$ cat src/rtl/emu_pkg.sv
package emu_pkg;
  localparam int unsigned LVL_W_D = 3;
  localparam int unsigned TT_W_D  = 2;
  localparam int unsigned TM_W_D  = 3;
  localparam int unsigned PST_W_D = 4;
  localparam int unsigned VEC_W_D = 8;

  typedef enum logic [1:0] {
    CAUSE_NONE  = 2'd0,
    CAUSE_RESET = 2'd1,
    CAUSE_DEBUG = 2'd2,
    CAUSE_TRACE = 2'd3
  } emu_cause_e;
endpackage

$ cat src/rtl/emu_mode_track.sv
module emu_mode_track
  import emu_pkg::*;
(
  input  logic       clk_i,
  input  logic       rst_i,
  input  logic       rst_rel_i,
  input  logic       force_emu_i,
  input  logic       trace_emu_en_i,
  input  logic       dbg_irq_i,
  input  logic       trace_exc_i,
  input  logic       rte_i,
  output logic       emu_q_o,
  output logic       emu_nxt_o,
  output emu_cause_e cause_o,
  output logic       leave_o
);
  logic from_reset, from_trace, any_entry;

  // The force bit only counts when reset exception processing starts.
  assign from_reset = rst_rel_i & force_emu_i;
  assign from_trace = trace_exc_i & trace_emu_en_i;
  assign any_entry  = from_reset | dbg_irq_i | from_trace;

  // Debug takes precedence when reporting the cause (it selects the vector).
  always_comb begin
    if (dbg_irq_i)       cause_o = CAUSE_DEBUG;
    else if (from_trace) cause_o = CAUSE_TRACE;
    else if (from_reset) cause_o = CAUSE_RESET;
    else                 cause_o = CAUSE_NONE;
  end

  // Entry wins over a simultaneous return.
  assign leave_o   = emu_q_o & rte_i & ~any_entry;
  assign emu_nxt_o = any_entry | (emu_q_o & ~rte_i);

  always_ff @(posedge clk_i) begin
    if (rst_i) emu_q_o <= 1'b0;
    else       emu_q_o <= emu_nxt_o;
  end
endmodule

$ cat src/rtl/emu_irq_gate.sv
module emu_irq_gate #(
  parameter int unsigned LVL_W = 3
) (
  input  logic             clk_i,
  input  logic             rst_i,
  input  logic             emu_nxt_i,
  input  logic [LVL_W-1:0] irq_lvl_i,
  input  logic             irq_req_i,
  output logic [LVL_W-1:0] irq_lvl_o,
  output logic             irq_req_o
);
  // Every level is blocked in the mode, the top level included.
  always_ff @(posedge clk_i) begin
    if (rst_i || emu_nxt_i) begin
      irq_lvl_o <= '0;
      irq_req_o <= 1'b0;
    end else begin
      irq_lvl_o <= irq_lvl_i;
      irq_req_o <= irq_req_i;
    end
  end
endmodule

$ cat src/rtl/emu_bus_override.sv
module emu_bus_override #(
  parameter int unsigned TT_W        = 2,
  parameter int unsigned TM_W        = 3,
  parameter logic [TT_W-1:0] TT_EMU  = 2,
  parameter logic [TM_W-1:0] TM_DATA = 5,
  parameter logic [TM_W-1:0] TM_FTCH = 6
) (
  input  logic            clk_i,
  input  logic            rst_i,
  input  logic            emu_nxt_i,
  input  logic            map_en_i,
  input  logic            fetch_i,
  input  logic [TT_W-1:0] tt_i,
  input  logic [TM_W-1:0] tm_i,
  output logic [TT_W-1:0] tt_o,
  output logic [TM_W-1:0] tm_o,
  output logic            cache_dis_o,
  output logic            sram_dis_o
);
  logic            mapped;
  logic [TM_W-1:0] tm_emu;

  // The next state is used so that the access in the entry cycle is covered.
  assign mapped = emu_nxt_i & map_en_i;
  assign tm_emu = fetch_i ? TM_FTCH : TM_DATA;

  always_ff @(posedge clk_i) begin
    if (rst_i) begin
      tt_o        <= '0;
      tm_o        <= '0;
      cache_dis_o <= 1'b0;
      sram_dis_o  <= 1'b0;
    end else begin
      tt_o        <= mapped ? TT_EMU : tt_i;
      tm_o        <= mapped ? tm_emu : tm_i;
      cache_dis_o <= mapped;
      sram_dis_o  <= emu_nxt_i;
    end
  end
endmodule

$ cat src/rtl/emu_pst_gen.sv
module emu_pst_gen
  import emu_pkg::*;
#(
  parameter int unsigned PST_W = 4,
  parameter int unsigned VEC_W = 8,
  parameter logic [PST_W-1:0] PST_ENTER = 4'hD,
  parameter logic [PST_W-1:0] PST_LEAVE = 4'h7,
  parameter logic [VEC_W-1:0] DBG_VEC   = 8'd12
) (
  input  logic             clk_i,
  input  logic             rst_i,
  input  emu_cause_e       cause_i,
  input  logic             leave_i,
  input  logic [PST_W-1:0] pst_i,
  output logic [PST_W-1:0] pst_o,
  output logic [VEC_W-1:0] vec_o
);
  always_ff @(posedge clk_i) begin
    if (rst_i) begin
      pst_o <= '0;
      vec_o <= '0;
    end else begin
      if (cause_i != CAUSE_NONE) pst_o <= PST_ENTER;
      else if (leave_i)          pst_o <= PST_LEAVE;
      else                       pst_o <= pst_i;
      vec_o <= (cause_i == CAUSE_DEBUG) ? DBG_VEC : '0;
    end
  end
endmodule

$ cat src/rtl/emu_mode_ctrl.sv
module emu_mode_ctrl
  import emu_pkg::*;
#(
  parameter int unsigned LVL_W = LVL_W_D,
  parameter int unsigned TT_W  = TT_W_D,
  parameter int unsigned TM_W  = TM_W_D,
  parameter int unsigned PST_W = PST_W_D,
  parameter int unsigned VEC_W = VEC_W_D,
  parameter int unsigned DBG_VEC      = 12,
  parameter int unsigned PST_ENTER    = 13,
  parameter int unsigned PST_LEAVE    = 7,
  parameter int unsigned TT_EMU       = 2,
  parameter int unsigned TM_EMU_DATA  = 5,
  parameter int unsigned TM_EMU_FETCH = 6
) (
  input  logic             clk_i,
  input  logic             rst_i,
  input  logic             rst_rel_i,
  input  logic             force_emu_i,
  input  logic             trace_emu_en_i,
  input  logic             map_en_i,
  input  logic             dbg_irq_i,
  input  logic             trace_exc_i,
  input  logic             rte_i,
  input  logic [LVL_W-1:0] irq_lvl_i,
  input  logic             irq_req_i,
  input  logic             fetch_i,
  input  logic [TT_W-1:0]  tt_i,
  input  logic [TM_W-1:0]  tm_i,
  input  logic [PST_W-1:0] pst_i,
  output logic             emu_o,
  output logic [LVL_W-1:0] irq_lvl_o,
  output logic             irq_req_o,
  output logic [TT_W-1:0]  tt_o,
  output logic [TM_W-1:0]  tm_o,
  output logic             cache_dis_o,
  output logic             sram_dis_o,
  output logic [PST_W-1:0] pst_o,
  output logic [VEC_W-1:0] vec_o
);
  localparam logic [PST_W-1:0] PST_ENTER_C = PST_W'(PST_ENTER);
  localparam logic [PST_W-1:0] PST_LEAVE_C = PST_W'(PST_LEAVE);
  localparam logic [VEC_W-1:0] DBG_VEC_C   = VEC_W'(DBG_VEC);
  localparam logic [TT_W-1:0]  TT_EMU_C    = TT_W'(TT_EMU);
  localparam logic [TM_W-1:0]  TM_DATA_C   = TM_W'(TM_EMU_DATA);
  localparam logic [TM_W-1:0]  TM_FTCH_C   = TM_W'(TM_EMU_FETCH);

  logic       emu_q, emu_nxt, leave;
  emu_cause_e cause;

  emu_mode_track u_track (
    .clk_i          (clk_i),
    .rst_i          (rst_i),
    .rst_rel_i      (rst_rel_i),
    .force_emu_i    (force_emu_i),
    .trace_emu_en_i (trace_emu_en_i),
    .dbg_irq_i      (dbg_irq_i),
    .trace_exc_i    (trace_exc_i),
    .rte_i          (rte_i),
    .emu_q_o        (emu_q),
    .emu_nxt_o      (emu_nxt),
    .cause_o        (cause),
    .leave_o        (leave)
  );

  emu_irq_gate #(.LVL_W(LVL_W)) u_irq (
    .clk_i     (clk_i),
    .rst_i     (rst_i),
    .emu_nxt_i (emu_nxt),
    .irq_lvl_i (irq_lvl_i),
    .irq_req_i (irq_req_i),
    .irq_lvl_o (irq_lvl_o),
    .irq_req_o (irq_req_o)
  );

  emu_bus_override #(
    .TT_W(TT_W), .TM_W(TM_W), .TT_EMU(TT_EMU_C),
    .TM_DATA(TM_DATA_C), .TM_FTCH(TM_FTCH_C)
  ) u_bus (
    .clk_i       (clk_i),
    .rst_i       (rst_i),
    .emu_nxt_i   (emu_nxt),
    .map_en_i    (map_en_i),
    .fetch_i     (fetch_i),
    .tt_i        (tt_i),
    .tm_i        (tm_i),
    .tt_o        (tt_o),
    .tm_o        (tm_o),
    .cache_dis_o (cache_dis_o),
    .sram_dis_o  (sram_dis_o)
  );

  emu_pst_gen #(
    .PST_W(PST_W), .VEC_W(VEC_W), .PST_ENTER(PST_ENTER_C),
    .PST_LEAVE(PST_LEAVE_C), .DBG_VEC(DBG_VEC_C)
  ) u_pst (
    .clk_i   (clk_i),
    .rst_i   (rst_i),
    .cause_i (cause),
    .leave_i (leave),
    .pst_i   (pst_i),
    .pst_o   (pst_o),
    .vec_o   (vec_o)
  );

  assign emu_o = emu_q;
endmodule

$ cat config.mk
export PLATFORM = sky130hd
export DESIGN_NAME = emu_mode_ctrl
export DESIGN_NICKNAME = d
export VERILOG_FILES = /design/src/rtl/emu_pkg.sv /design/src/rtl/emu_mode_track.sv /design/src/rtl/emu_irq_gate.sv /design/src/rtl/emu_bus_override.sv /design/src/rtl/emu_pst_gen.sv /design/src/rtl/emu_mode_ctrl.sv
export SDC_FILE = /design/constraint.sdc
export NUM_CORES = 1
export LEC_CHECK = 0
export CAP_MARGIN = 40
export CORE_ASPECT_RATIO = 0.75
export CORE_MARGIN = 3
export CORE_UTILIZATION = 31
export DETAILED_ROUTE_END_ITERATION = 10
export PLACE_DENSITY = 0.74
export SLEW_MARGIN = 0
export SYNTH_ARGS = -nofsm -noshare
export SYNTH_HDL_FRONTEND = slang
export SYNTH_SLANG_ARGS = --single-unit
export TNS_END_PERCENT = 1
$ cat constraint.sdc
create_clock -name clk_i -period 1.4 [get_ports clk_i]
set_input_delay 0.21 -clock clk_i [delete_from_list [all_inputs] [get_ports clk_i]]
set_output_delay 0.21 -clock clk_i [all_outputs]
set_load 0.01 [all_outputs]
Word level (Yosys, flattened, before mapping):

Cells that the tools add are included.

* word-level logic and storage cells: 35
* input bits: 23
* bits in registers: 23

* mux-type cells: 9
* reduce and logical (&&, ||, !) cells: 4
* bitwise operators: 11
* eq/ne operators: 1

Operator list (number)
* 4-bit 2-to-1 mux: 3
* 2-bit 2-to-1 mux: 4
* 1-bit bitwise AND: 6
* 2-bit OR reduction: 2
* 3-bit 2-to-1 mux: 1
* 1-bit bitwise OR: 3
* 2-bit equality test, second input constant: 1
* 1-bit inverter: 2
* 2-bit nonzero test: 1
* 1-bit logical OR: 1
* 1-bit 2-to-1 mux: 1

Depth between registers and ports, before layout:

* depth in word-level cells: 7
* gate-level depth with buffers: 3

Modules after synthesis:

Synthesis repeated with hierarchy kept, for this count alone.

* cell total of the unflattened synthesis: 61
* area, all modules: 623.1 um2

By module, submodules not included
* emu_pst_gen: instances 1, seq. area each 100.1 um2, cells each 23, area an instance 224.0 um2
* emu_bus_override: instances 1, seq. area each 140.1 um2, cells each 20, area an instance 217.7 um2
* emu_irq_gate: instances 1, seq. area each 80.1 um2, cells each 8, area an instance 110.1 um2
* emu_mode_track: instances 1, seq. area each 20.0 um2, cells each 10, area an instance 71.3 um2

Least setup slack after synthesis:

OpenSTA, ideal clock, no wires.

* kind: input port to flip-flop
* start point: input port rst_rel_i
* end point: register u_bus.tm_o[0]
* buffers on the path: 0
* arrival time: 1.150 ns
* slack: 0.129 ns
* stages on the path: 3
* cells stage by stage: a221o_2 o21a_4 mux2_4

* word-level cells in the longest chain between the ends: 6

RTL lines
* start, declared: line emu_mode_ctrl.sv:18 `input logic rst_rel_i,`
* 1-bit bitwise AND: line emu_mode_track.sv:20 `assign from_reset = rst_rel_i & force_emu_i;`
* 1-bit bitwise OR (2 in a row): line emu_mode_track.sv:22 `assign any_entry = from_reset | dbg_irq_i | from_trace;`
* 1-bit bitwise OR: line emu_mode_track.sv:34 `assign emu_nxt_o = any_entry | (emu_q_o & ~rte_i);`
* 1-bit bitwise AND: line emu_bus_override.sv:24 `assign mapped = emu_nxt_i & map_en_i;`
* 3-bit 2-to-1 mux: line emu_bus_override.sv:35 `tm_o <= mapped ? tm_emu : tm_i;`
* end signal, assigned: line emu_bus_override.sv:35
* end, declared: line emu_bus_override.sv:16 `output logic [TM_W-1:0] tm_o,`

Every way passes these cells.
A chain may end at the register's enable or synchronous reset.

Final worst setup path:

* start point: input port rst_rel_i
* end point: register u_bus.tt_o[0]

* word-level cells in the longest chain between the ends: 6

RTL lines
* 1-bit bitwise AND: line emu_mode_track.sv:20
* 1-bit bitwise OR (2 in a row): line emu_mode_track.sv:22
* 1-bit bitwise OR: line emu_mode_track.sv:34
* 1-bit bitwise AND: line emu_bus_override.sv:24
* 2-bit OR reduction (no line)
* end signal, assigned: line emu_bus_override.sv:34 `tt_o <= mapped ? TT_EMU : tt_i;`
* end, declared: line emu_bus_override.sv:15 `output logic [TT_W-1:0] tt_o,`

Every way passes these cells.

==> reports/qor.yml <==
status: "completed"
ant_nets: 0
yosysSeqAreaShare: 0.5389
chipWidth_um: 56.56
crit_path_end_kind: "flop"
dieArea_sq_um: 2484
coreArea_sq_um: 1773
power_switching_uw: 216.7
critPathLaunchType: "input pin"
pwr-share-clk: 0.250
postCtsSetupRepairBufs: 0
clk_pin_slew_ns: 0.09
fin_crit_sh: 0.9815
gr-usage-all-layers: 0.1191
dp_slack_ns: -0.2848
clock-sinks: 16
synth_top_area_cell: "dfxtp_1"
finalClockSkew_ns: 0.004062
synth-seq-cells: 16
clockBufferDepth: 2
hold_path_depth: 3
h-tree-depth: 1
top_layer: "met3"
dr_wl_met2_um: 664
final_cell_mix: "36 x clkdlybuf4s50_1, 15 x dfxtp_1, 7 x a21oi_1"
firstDrtPassIters: 4
wl_um: 1381
cts_tree: "yes"
grt-ovfl-total: 0
finalMaxSlewViolations: 0
fillers: 147
drc: 0
switching_share: 0.2319
power_density_nw_per_um2: 891.6
synth_area_sq_um: 594.3
worstPathCellList: "clkdlybuf4s50_1, a221o_2, o21a_4, buf_4, nor3b_1"
cts_hold_buf: 0
final_common_cell: "clkdlybuf4s50_1"
via_count: 532
r2r_setup_slack_ns: 0.18
hp-class: "in2reg"
syn_inst: 60
maxCapViolations: 0
drive_gt1_frac: 0.1238
whs_endpoint: "u_bus.tt_o[1]"
ir_worst_vdd_mv: 0.5372
synthDistinctLibCells: 18
yosysTopAreaCellShare: 0.5389
grt_pass1_vias: 517
diodes: 0
final_nets: 130
critical_path_class: "in2reg"
wl_met3_um: 151
cts-root-buf: "clkbuf_4"
boundaryPins: 47
timing.rr.end: "u_bus.tt_o[0]"
synth_area_leaders: "dfxtp_1 54%, buf_4 10%, a21oi_1 5.9%, and2_1 4.2%, nor2b_1 3.2%"
r2r_cells: 5
avgSynthCellArea_sq_um: 9.905
portBuffers: 40
hold_viol: 0
area_growth_pct: 76.42
rows: 13
drtIter0Drc: 8
grt_pass1_wl_um: 2221
initial_core_util: 0.3352
dieHeight_um: 43.92
critical_path.slowest_cell: "a221o_2"
fmax_mhz: 727.8
numCtsBuffers: 3
place_congestion: 0.7195
cp.arrival_ns: 1.58
grt_max_degree: 10
total_power_uw: 934.8
min_from: "tt_i[1]"
met1_length_um: 565
wire_per_inst_um: 10.87
internal-power_uw: 718.1
tns_ns: 0
antenna_found_initial: 0
finalWorstSetupSlack_ns: 0.02593
required_ns: 1.60
fin_crit_ns: 1.374
seqPwrFrac: 0.526
reg2reg_from: "u_bus.sram_dis_o"
slowest_delay_ns: 0.42
clk_latency_ns: 0.28
power_frac_comb: 0.224
routed_via_density: 4.189
p_leak_nw: 0.4719
path_max_fanout: 3
ys_warn_count: 0
dp_hpwl_um: 1115
setup_viol: 0
## synth_stat cells
cell type  count
dfxtp_1       16
buf_4          8
a21oi_1        7
and2_1         4
inv_1          4
nor2_1         4
nor2b_1        3
nand2b_1       2
nor3_1         2
nor3b_1        2
a221o_2        1
clkbuf_1       1
conb_1         1
mux2_4         1
mux2i_1        1
nand2_1        1
o21a_4         1
o21ai_0        1
## worst max path at each step
stage	from	endpoint	slack, ns	depth (start not counted)
2_1_floorplan	rst_rel_i	u_bus.tm_o[0]	0.13	3
3_3_place_gp	rst_rel_i	u_bus.tm_o[0]	-0.25	4
3_5_place_dp	rst_rel_i	u_bus.tt_o[0]	-0.28	5
4_1_cts	u_pst.vec_o[2]	vec_o[2]	0.01	1
5_1_grt	u_pst.vec_o[2]	vec_o[3]	-0.009	1
6_report	rst_rel_i	u_bus.tt_o[0]	0.03	5
## layer usage
layer  GRT usage  vias to the layer above
met5           0                        -
met3     0.05952                        0
li1            -                      272
met1      0.1239                      227
met4     0.04265                        0
met2      0.2097                       33
## worst max-delay path: cells and delay by family
kind	cells	cell delay, ns
and+or+nand+nor	1	0.19
buffers and inverters	2	0.53
AOI/OAI and AO/OA	2	0.65
## repair_timing
action | CTS | global route
setup endpoints to repair | 2 | 5
pin swaps | 0 | 0
resized for setup | 3 | 3
endpoints found under the hold margin | 0 | 0
gates cloned | 0 | 0
## logic make-up after synthesis
family	Yosys count	share of synthesized area
simple gates	18	0.1684
compound gates	10	0.1116
mux	2	0.04210
other cells	1	0.006310
buf+inv	13	0.1326
flops	16	0.5390
## layout make-up
| class | instances | area (sq um) | area share |
|---|---|---|---|
| inverters | 4 | 15.01 | 0.01432 |
| multi-input cells | 36 | 214.0 | 0.2041 |
| clock buffers | 3 | 22.52 | 0.02148 |
| well taps | 22 | 27.53 | 0.02625 |
| flip-flops and latches | 16 | 321.6 | 0.3067 |
| repair buffers | 46 | 447.9 | 0.4272 |
## state kept, by name, indices dropped and copies added (netlist names)
name,flops
u_bus.tm_o,3
u_bus.sram_dis_o,1
u_irq.irq_lvl_o,3
u_bus.tt_o,2
u_pst.pst_o,4
u_pst.vec_o,1
u_bus.cache_dis_o,1
u_irq.irq_req_o,1
## power by group through the flow
stage | Clock [mW] | Sequential, mW | Combinational [mW]
floorplan | 0 | 0.515 | 0.0728
global placement | 0 | 0.501 | 0.212
detailed placement | 0 | 0.503 | 0.214
CTS | 0.248 | 0.492 | 0.212
global route | 0.258 | 0.495 | 0.225
finish | 0.234 | 0.491 | 0.209
## through the flow
step | cell area (sq um) | std cells | util | hold slack, ns
after floorplan | 613.1 | 65 | - | 0.3317
after global placement | 1022 | 124 | 0.5766 | 0.5609
after detailed placement | 1022 | 124 | 0.5766 | 0.5683
after CTS | 1044 | 127 | 0.5886 | 0.4626
after global routing | 1049 | 127 | 0.5914 | 0.4668
final | 1049 | 127 | 0.5914 | 0.4725
(Power assumes the default switching activity.)
